### config.mk
export PLATFORM = sky130hd
export DESIGN_NAME = cyc_stretch_seq
export DESIGN_NICKNAME = d
export VERILOG_FILES = /design/src/rtl/cyc_stretch_pkg.sv /design/src/rtl/cyc_stretch_fastmap.sv /design/src/rtl/cyc_stretch_ctrl.sv /design/src/rtl/cyc_stretch_seq.sv
export SDC_FILE = /design/constraint.sdc
export NUM_CORES = 1
export LEC_CHECK = 0
export BUFFER_PORTS_ARGS = -buffer_cell sky130_fd_sc_hd__clkbuf_2
export CAP_MARGIN = 20
export CORE_MARGIN = 1
export CORE_UTILIZATION = 55
export CTS_CLUSTER_DIAMETER = 40
export DETAILED_ROUTE_END_ITERATION = 16
export PLACE_DENSITY = 0.87
export SYNTH_ARGS = -nofsm -noshare
export SYNTH_HDL_FRONTEND = slang
export SYNTH_SLANG_ARGS = --single-unit
### constraint.sdc
create_clock -name clk -period 6.25 [get_ports clk]
set_clock_uncertainty 0.15 [all_clocks]
set_input_delay 0.9375 -clock clk [delete_from_list [all_inputs] [get_ports clk]]
set_output_delay 0.9375 -clock clk [all_outputs]
set_load 0.02 [all_outputs]
### src/rtl/cyc_stretch_pkg.sv
package cyc_stretch_pkg;
  typedef enum logic [1:0] {
    MODE_SHIFT  = 2'd0,
    MODE_ACCUM  = 2'd1,
    MODE_HALVE  = 2'd2,
    MODE_RELAX  = 2'd3
  } seq_mode_e;
endpackage

### src/rtl/cyc_stretch_fastmap.sv
module cyc_stretch_fastmap
  import cyc_stretch_pkg::*;
#(
  parameter int NUM_VEC = 16,
  parameter int IDX_W   = (NUM_VEC > 1) ? $clog2(NUM_VEC) : 1,
  parameter int CNT_W   = $clog2(NUM_VEC + 1)
) (
  input  seq_mode_e        mode,
  input  logic             busy,
  input  logic [CNT_W-1:0] ptr,
  input  logic [CNT_W-1:0] mid,
  input  logic [IDX_W-1:0] idx,
  output logic             fast
);
  logic [CNT_W-1:0] cidx;
  logic             sel;

  assign cidx = CNT_W'(idx);

  always_comb begin
    case (mode)
      MODE_SHIFT: sel = (cidx == ptr);
      MODE_ACCUM: sel = (cidx <= ptr);
      MODE_HALVE: sel = (cidx <= mid);
      default:    sel = (cidx >= ptr);
    endcase
  end

  assign fast = busy & sel;
endmodule

### src/rtl/cyc_stretch_ctrl.sv
module cyc_stretch_ctrl
  import cyc_stretch_pkg::*;
#(
  parameter int NUM_VEC = 16,
  parameter int CNT_W   = $clog2(NUM_VEC + 1)
) (
  input  logic             clk,
  input  logic             rst_n,
  input  logic             start,
  input  seq_mode_e        mode_in,
  input  logic             res_valid,
  input  logic             res_pass,
  output logic             busy,
  output seq_mode_e        mode_q,
  output logic [CNT_W-1:0] ptr,
  output logic [CNT_W-1:0] mid,
  output logic             done,
  output logic             no_fail,
  output logic [CNT_W-1:0] fail_idx
);
  localparam logic [CNT_W-1:0] LAST_C = CNT_W'(NUM_VEC - 1);
  localparam logic [CNT_W-1:0] NV_C   = CNT_W'(NUM_VEC);
  localparam logic [CNT_W-1:0] ONE_C  = CNT_W'(1);

  logic [CNT_W-1:0] lo, hi;
  logic [CNT_W-1:0] ptr_n, lo_n, hi_n, fin_idx;
  logic [CNT_W:0]   sum;
  logic             fin, fin_nf;

  assign sum = {1'b0, lo} + {1'b0, hi};
  assign mid = CNT_W'(sum >> 1);

  always_comb begin
    ptr_n   = ptr;
    lo_n    = lo;
    hi_n    = hi;
    fin     = 1'b0;
    fin_nf  = 1'b0;
    fin_idx = '0;
    case (mode_q)
      MODE_SHIFT, MODE_ACCUM: begin
        if (!res_pass) begin
          fin     = 1'b1;
          fin_idx = ptr;
        end else if (ptr == LAST_C) begin
          fin    = 1'b1;
          fin_nf = 1'b1;
        end else begin
          ptr_n = ptr + ONE_C;
        end
      end
      MODE_HALVE: begin
        if (res_pass) lo_n = mid + ONE_C;
        else          hi_n = mid;
        if (lo_n == hi_n) begin
          fin = 1'b1;
          if (lo_n == NV_C) fin_nf  = 1'b1;
          else              fin_idx = lo_n;
        end
      end
      default: begin
        if (res_pass) begin
          fin = 1'b1;
          if (ptr == '0) fin_nf  = 1'b1;
          else           fin_idx = ptr - ONE_C;
        end else if (ptr == LAST_C) begin
          fin     = 1'b1;
          fin_idx = LAST_C;
        end else begin
          ptr_n = ptr + ONE_C;
        end
      end
    endcase
  end

  always_ff @(posedge clk or negedge rst_n) begin
    if (!rst_n) begin
      busy     <= 1'b0;
      done     <= 1'b0;
      no_fail  <= 1'b0;
      fail_idx <= '0;
      mode_q   <= MODE_SHIFT;
      ptr      <= '0;
      lo       <= '0;
      hi       <= NV_C;
    end else if (start) begin
      busy     <= 1'b1;
      done     <= 1'b0;
      no_fail  <= 1'b0;
      fail_idx <= '0;
      mode_q   <= mode_in;
      ptr      <= '0;
      lo       <= '0;
      hi       <= NV_C;
    end else if (busy && res_valid) begin
      ptr <= ptr_n;
      lo  <= lo_n;
      hi  <= hi_n;
      if (fin) begin
        busy     <= 1'b0;
        done     <= 1'b1;
        no_fail  <= fin_nf;
        fail_idx <= fin_idx;
      end
    end
  end
endmodule

### src/rtl/cyc_stretch_seq.sv
module cyc_stretch_seq
  import cyc_stretch_pkg::*;
#(
  parameter int NUM_VEC = 16,
  parameter int PER_W   = 16,
  localparam int IDX_W  = (NUM_VEC > 1) ? $clog2(NUM_VEC) : 1,
  localparam int CNT_W  = $clog2(NUM_VEC + 1)
) (
  input  logic             clk,
  input  logic             rst_n,
  input  logic             start,
  input  logic [1:0]       mode_sel,
  input  logic [PER_W-1:0] slow_period,
  input  logic [PER_W-1:0] fast_period,
  input  logic [IDX_W-1:0] lookup_idx,
  output logic [PER_W-1:0] lookup_period,
  input  logic             res_valid,
  input  logic             res_pass,
  output logic             res_ready,
  output logic             done,
  output logic             no_fail,
  output logic [CNT_W-1:0] fail_idx
);
  seq_mode_e        mode_q;
  logic             busy, fast;
  logic [CNT_W-1:0] ptr, mid;

  cyc_stretch_ctrl #(.NUM_VEC(NUM_VEC), .CNT_W(CNT_W)) ctrl_i (
    .clk(clk), .rst_n(rst_n), .start(start),
    .mode_in(seq_mode_e'(mode_sel)),
    .res_valid(res_valid), .res_pass(res_pass),
    .busy(busy), .mode_q(mode_q), .ptr(ptr), .mid(mid),
    .done(done), .no_fail(no_fail), .fail_idx(fail_idx)
  );

  cyc_stretch_fastmap #(.NUM_VEC(NUM_VEC), .IDX_W(IDX_W), .CNT_W(CNT_W)) map_i (
    .mode(mode_q), .busy(busy), .ptr(ptr), .mid(mid),
    .idx(lookup_idx), .fast(fast)
  );

  assign lookup_period = fast ? fast_period : slow_period;
  assign res_ready     = busy;
endmodule

---- Word level (Yosys, flattened, before mapping) ----
Cells that the tools add are included.
W data, S select, Z words.
word-level totals
  flip-flop bits (word level) ............. 25
  bits of input ports ..................... 43
  output and inout port bits .............. 24
  word-level logic and storage cells ...... 83
operators by class
  add/sub/neg operators ................... 4
  magnitude comparators ................... 3
  equal/unequal tests ..................... 9
  muxes and demuxes ....................... 48
  bitwise operators ....................... 1
  reduce and logical (&&, ||, !) cells .... 10
operators by type and width
  operator               number
  $mux W5                23
  $pmux W5 S2            2
  $mux W1                18
  $mux W16               1
  $add A5 B1 Y5 const B  2
  $le A4 B5 Y1           2
  $add A5 B5 Y6          1
  $reduce_bool A2 Y1     3
  $eq A4 B5 Y1           1
  $eq A5 B4 Y1 const B   1
  $eq A5 B5 Y1           1
  $eq A5 B5 Y1 const B   1
  $ge A4 B5 Y1           1
  $logic_not A5 Y1       1
  $sub A5 B1 Y5 const B  1
  $mux W4                1
  $pmux W1 S2            2
  $reduce_and A2 Y1      2
  $reduce_and A4 Y1      1
  $ne A3 B2 Y1 const B   1
  $ne A3 B3 Y1 const B   1
  $pmux W1 S3            1
  $eq A2 B1 Y1 const B   1
  $eq A2 B2 Y1 const B   1
  other kinds (5)        5

---- Depth between registers and ports, before layout ----
  word-level depth ........................ 11
  depth in mapped cells ................... 14
  gate-level depth less buffers ........... 12

---- Hierarchy ----
A second synthesis with hierarchy kept.
second synthesis, totals
  cell total of the unflattened synthesis .. 263
  area total of the unflattened synthesis .. 2389.8 sq um
by module, submodules not included
  module               times used  cells each  area each (sq um)  seq. area each (sq um)
  cyc_stretch_ctrl     1           214         1896.8             626.9
  cyc_stretch_seq      1           18          249.0              0.0
  cyc_stretch_fastmap  1           31          244.0              0.0

---- Worst setup path after synthesis ----
OpenSTA, ideal clock, no wires.
  path kind ............................... reg2out
  start ................................... register ctrl_i.hi[0]
  end ..................................... output lookup_period[10]
  arrival ................................. 3.325 ns
  required time ........................... 5.162 ns
  path slack .............................. 1.838 ns
  cell stages (with the launch flop) ...... 14
  path buffers ............................ 1
  cells stage by stage .................... dfrtp_1 > and2_1 > fa_1 > a211oi_1 > nor2_1 > nor2_1 > inv_1 > ha_1 > a41oi_1 > nand2_1 > o21ai_0 > a31oi_1 > clkbuf_1 > mux2_2
on the way
  cells in the longest elaborated chain, start to end .. 5
ends and longest elaborated chain
  item                    line                       text
  start, declared         cyc_stretch_ctrl.sv:25     logic [CNT_W-1:0] lo, hi;
  start signal, assigned  cyc_stretch_ctrl.sv:98     hi <= hi_n;
  $add A5 B5 Y6           cyc_stretch_ctrl.sv:30     assign sum = {1'b0, lo} + {1'b0, hi};
  $le A4 B5 Y1            cyc_stretch_fastmap.sv:24  MODE_HALVE: sel = (cidx <= mid);
  $pmux W1 S3             cyc_stretch_fastmap.sv:21  case (mode)
  $and A1 B1 Y1           cyc_stretch_fastmap.sv:29  assign fast = busy & sel;
  $mux W16                cyc_stretch_seq.sv:41      assign lookup_period = fast ? fast_period : slow_period;
  end, declared           cyc_stretch_seq.sv:16      output logic [PER_W-1:0] lookup_period,
No other way between the ends.

---- Worst setup path after layout ----
  start ................................... register ctrl_i.hi[2]
  end ..................................... output lookup_period[12]
Same word-level chain as after synthesis.

==> results.md <==
- GRT Total Usage: roughly 28%
- Synth Area in XOR/XNOR: 5.050%
- Clock Power Share: between 20 and 25%
- Largest family of logic cells by synthesized area: compound AO/OA/AOI/OAI gates
- Cts bufs inserted: 3
- Die width: 66.03 um
- P_sw: approximately 180 uW
- Setup Buffers After CTS: 0
- Fin area: 0.002644 mm^2
- Layout cells sized above 1: 32.70%
- Final hold violations: 0
- Final ANT Viol Nets: 0
- Cell-internal power: between 200 and 300 uW
- Layout area overhead: 17.26%
- Global-route wire length before repair: 9.349 mm
- Worst path cell trace: ha_1, a21oi_1, and3b_1, nor2_2, inv_2, ha_1, o21ai_0, nand2b_1, a21oi_1, o21ai_0, a31oi_1, buf_4, mux2_2, clkbuf_2
- Root Driver: clkbuf_8
- Die area: roughly 0.0044 mm^2
- Post-route DRC: 0
- Clk Latency, worst-skew pair: 0.28 ns
- Pin count of the biggest net entering global routing: 30
- Startpoint Class: register
- Max-slew violation count: 0
- Post-CTS sizing: 0
- Commonest cells post-synth: 24 x dfrtp_1, 23 x nor2_1, 23 x o21ai_0
- Nets: 376
- Compound-cell area share of the yosys netlist: 23.36%
- Worst slew margin: 31.65%
- Dpl ws: 1.905 ns
- Final wirelength: roughly 5.8 mm
- Vias in the first global route: 2,133
- Most frequent cell after synthesis: dfrtp_1
- Sw Ratio: 37.70%
- Synth async-reset ratio: 100.0%
- Post-Synth Adder-Cell Area: approximately 9.8%
- Crit-path max FO: 16
- Placed inst area: about 0.0026 mm^2
- Library cells used by synthesis: 60
- Number of synthesized flops with an enable pin: 0
- Clock transition at the registers of the reported paths: approximately 0.10 ns
- CTS tree: built
- Slew @ Worst Pin: ~1.0 ns
- Area share of the largest cell type after synthesis: 26.64%
- DRT Pass-1 Iters: 4
- Post-synthesis net count: roughly 310
- I/O Pins: 67
- Via Count: 2,195
- Worst Setup End Kind: output port
- GRT overflow: 0
- Setup-failing EPs final: 0
- # diodes: 0
- Placeable Area: 0.003799 mm^2
- Max clock buf depth: 2
- # hold bufs at CTS: 0
- Hold slack: 0.3466 ns
- Initial core utilization: between 50% and 60%
- Vias per cell: 6.047
- Sequential Power Share: 38.2%
- Final worst setup slack: between 1.5 and 2 ns
- Die Ht: 66.03 um
- Period utilisation layout: between 70% and 80%
- Mux share of post-synthesis cell area: 11.21%
- Average routed wire per standard cell: ~16 um
- Leakage power: 1.209 nW
- Max_cap viols: 0
- Pwr Density: 179.2 mW/mm^2
- Combinational share of power: 39.9%
- Synth area leaders: dfrtp_1 27%, mux2_2 9.0%, ha_1 8.9%
- Placed insts: 359
- Maximum vdd drop: 112.8 uV
- Mapped cell area: 0.002255 mm^2
- Most used DFF post-synth: dfrtp_1
- Post-synthesis sequential area ratio: 27.80%
- GP Congestion: 0.8989
- Worst EP arrival: about 3.6 ns
- Final Non-Filler Cells: roughly 360
- Final Power: ~470 uW
- Worst hold path type: register to register
- Synth Register Bits: 25
- First DRT Iteration DRCs: 170
- Yosys warning count: 0
- Rows: 22
- Clock Sinks: 25
- Slowest CP cell: dfrtp_1
- FMAX: 213.8 MHz
- Post-synth top area cell: dfrtp_1
- Dpl hpwl: 4.520 mm
- Outcome: complete, no violations
- Port Buffer Count: 66
- Fin crit period: 4.677 ns
- H-tree lvl count: 1
- Syn avg cell area: 8.877 um^2
- Required @ worst endpoint: about 5.2 ns
- Final setup TNS: 0 ns
- Post-Synthesis Cells: 254
- Post-Synth Simple-Gate Area: 18.09%
- CP Class: register to output port
- Unrepaired setup endpoints after global routing: no
- Utilization after layout: between 60 and 70%
- Initial antenna violation count: 0
- Max stage delay on crit path: between 0.4 and 0.5 ns
==> placed cells by master (no fill, tap or decap), drive strengths merged, types with 3 or more instances in the layout <==
| master | netlist | final |
|---|---|---|
| clkbuf | 4 | 69 |
| dfrtp | 24 | 24 |
| nor2 | 24 | 24 |
| o21ai | 23 | 23 |
| nand2 | 21 | 21 |
| mux2 | 18 | 18 |
| ha | 16 | 16 |
| inv | 13 | 13 |
| xnor2 | 12 | 12 |
| a21oi | 10 | 10 |
| nor3 | 9 | 9 |
| a31oi | 6 | 6 |
| mux2i | 5 | 5 |
| o31ai | 5 | 5 |
| and2 | 4 | 4 |
| nand2b | 4 | 4 |
| a211oi | 4 | 4 |
| o21a | 3 | 3 |
| nand4 | 3 | 3 |
==> worst paths after layout <==
kind / from / endpoint / slack [ns] / cells after the start
setup / recovery: ctrl_i.hi[2] / lookup_period[12] / 1.57 / 14
hold / removal: ctrl_i.done / ctrl_i.done / 0.35 / 1
setup reg to reg: ctrl_i.hi[0] / ctrl_i.fail_idx[2] / 2.21 / 12
hold reg to reg: ctrl_i.done / ctrl_i.done / 0.35 / 1
max in group asynchronous: rst_n / ctrl_i.hi[2] / 5.01 / 1
min in group asynchronous: rst_n / ctrl_i.ptr[4] / 0.52 / 1
==> power by group through the flow <==
| stage | Clock (mW) | Sequential (mW) | Combinational (mW) |
|---|---|---|---|
| final | 0.104 | 0.181 | 0.189 |
| after global routing | 0.112 | 0.182 | 0.206 |
| after CTS | 0.105 | 0.181 | 0.189 |
| after detailed placement | 0 | 0.184 | 0.188 |
| after global placement | 0 | 0.184 | 0.183 |
| after floorplan | 0 | 0.186 | 0.129 |
==> metal layers <==
| metal | part of all wire [%] | global-route usage, % | vias up |
|---|---|---|---|
| li1 | - | - | 1061 |
| met1 | 42 | 35.01 | 1013 |
| met2 | 49 | 46.68 | 101 |
| met3 | 6.6 | 4.138 | 20 |
| met4 | 2.6 | 11.44 | 0 |
| met5 | 0 | 0 | - |
==> cell type report <==
class,count,area [um^2]
inverter,13,48.80
tap,48,60.06
clock inverter,1,7.507
timing repair buffer,67,337.8
multi-input combinational,206,1521
fill,301,1155
sequential,25,626.9
clock buffer,3,41.29
==> cell families (layout without fill, tap and decap cells) <==
logic type / after synthesis / after routing
compound gates: 74 / 74
xor+xnor: 13 / 13
fa+ha+maj: 17 / 17
buf+inv: 23 / 84
flops: 25 / 25
mux: 23 / 23
simple gates: 79 / 79
==> flip-flops by register name, indices dropped and copies added, names as in the netlist <==
name             cells
ctrl_i.fail_idx      5
ctrl_i.done          1
ctrl_i.mode_q        2
ctrl_i.lo            5
ctrl_i.busy          1
ctrl_i.hi            5
ctrl_i.ptr           5
ctrl_i.no_fail       1
==> critical path, delay by kind of cell, from the launching register on <==
kind | cells | cell delay [ns]
buffers and inverters | 3 | 0.51
DFF | 1 | 0.44
adders and majority gates | 2 | 0.61
AOI/OAI and AO/OA | 5 | 0.81
muxes | 1 | 0.37
and+or+nand+nor | 3 | 0.58
(Power assumes the default switching activity.)
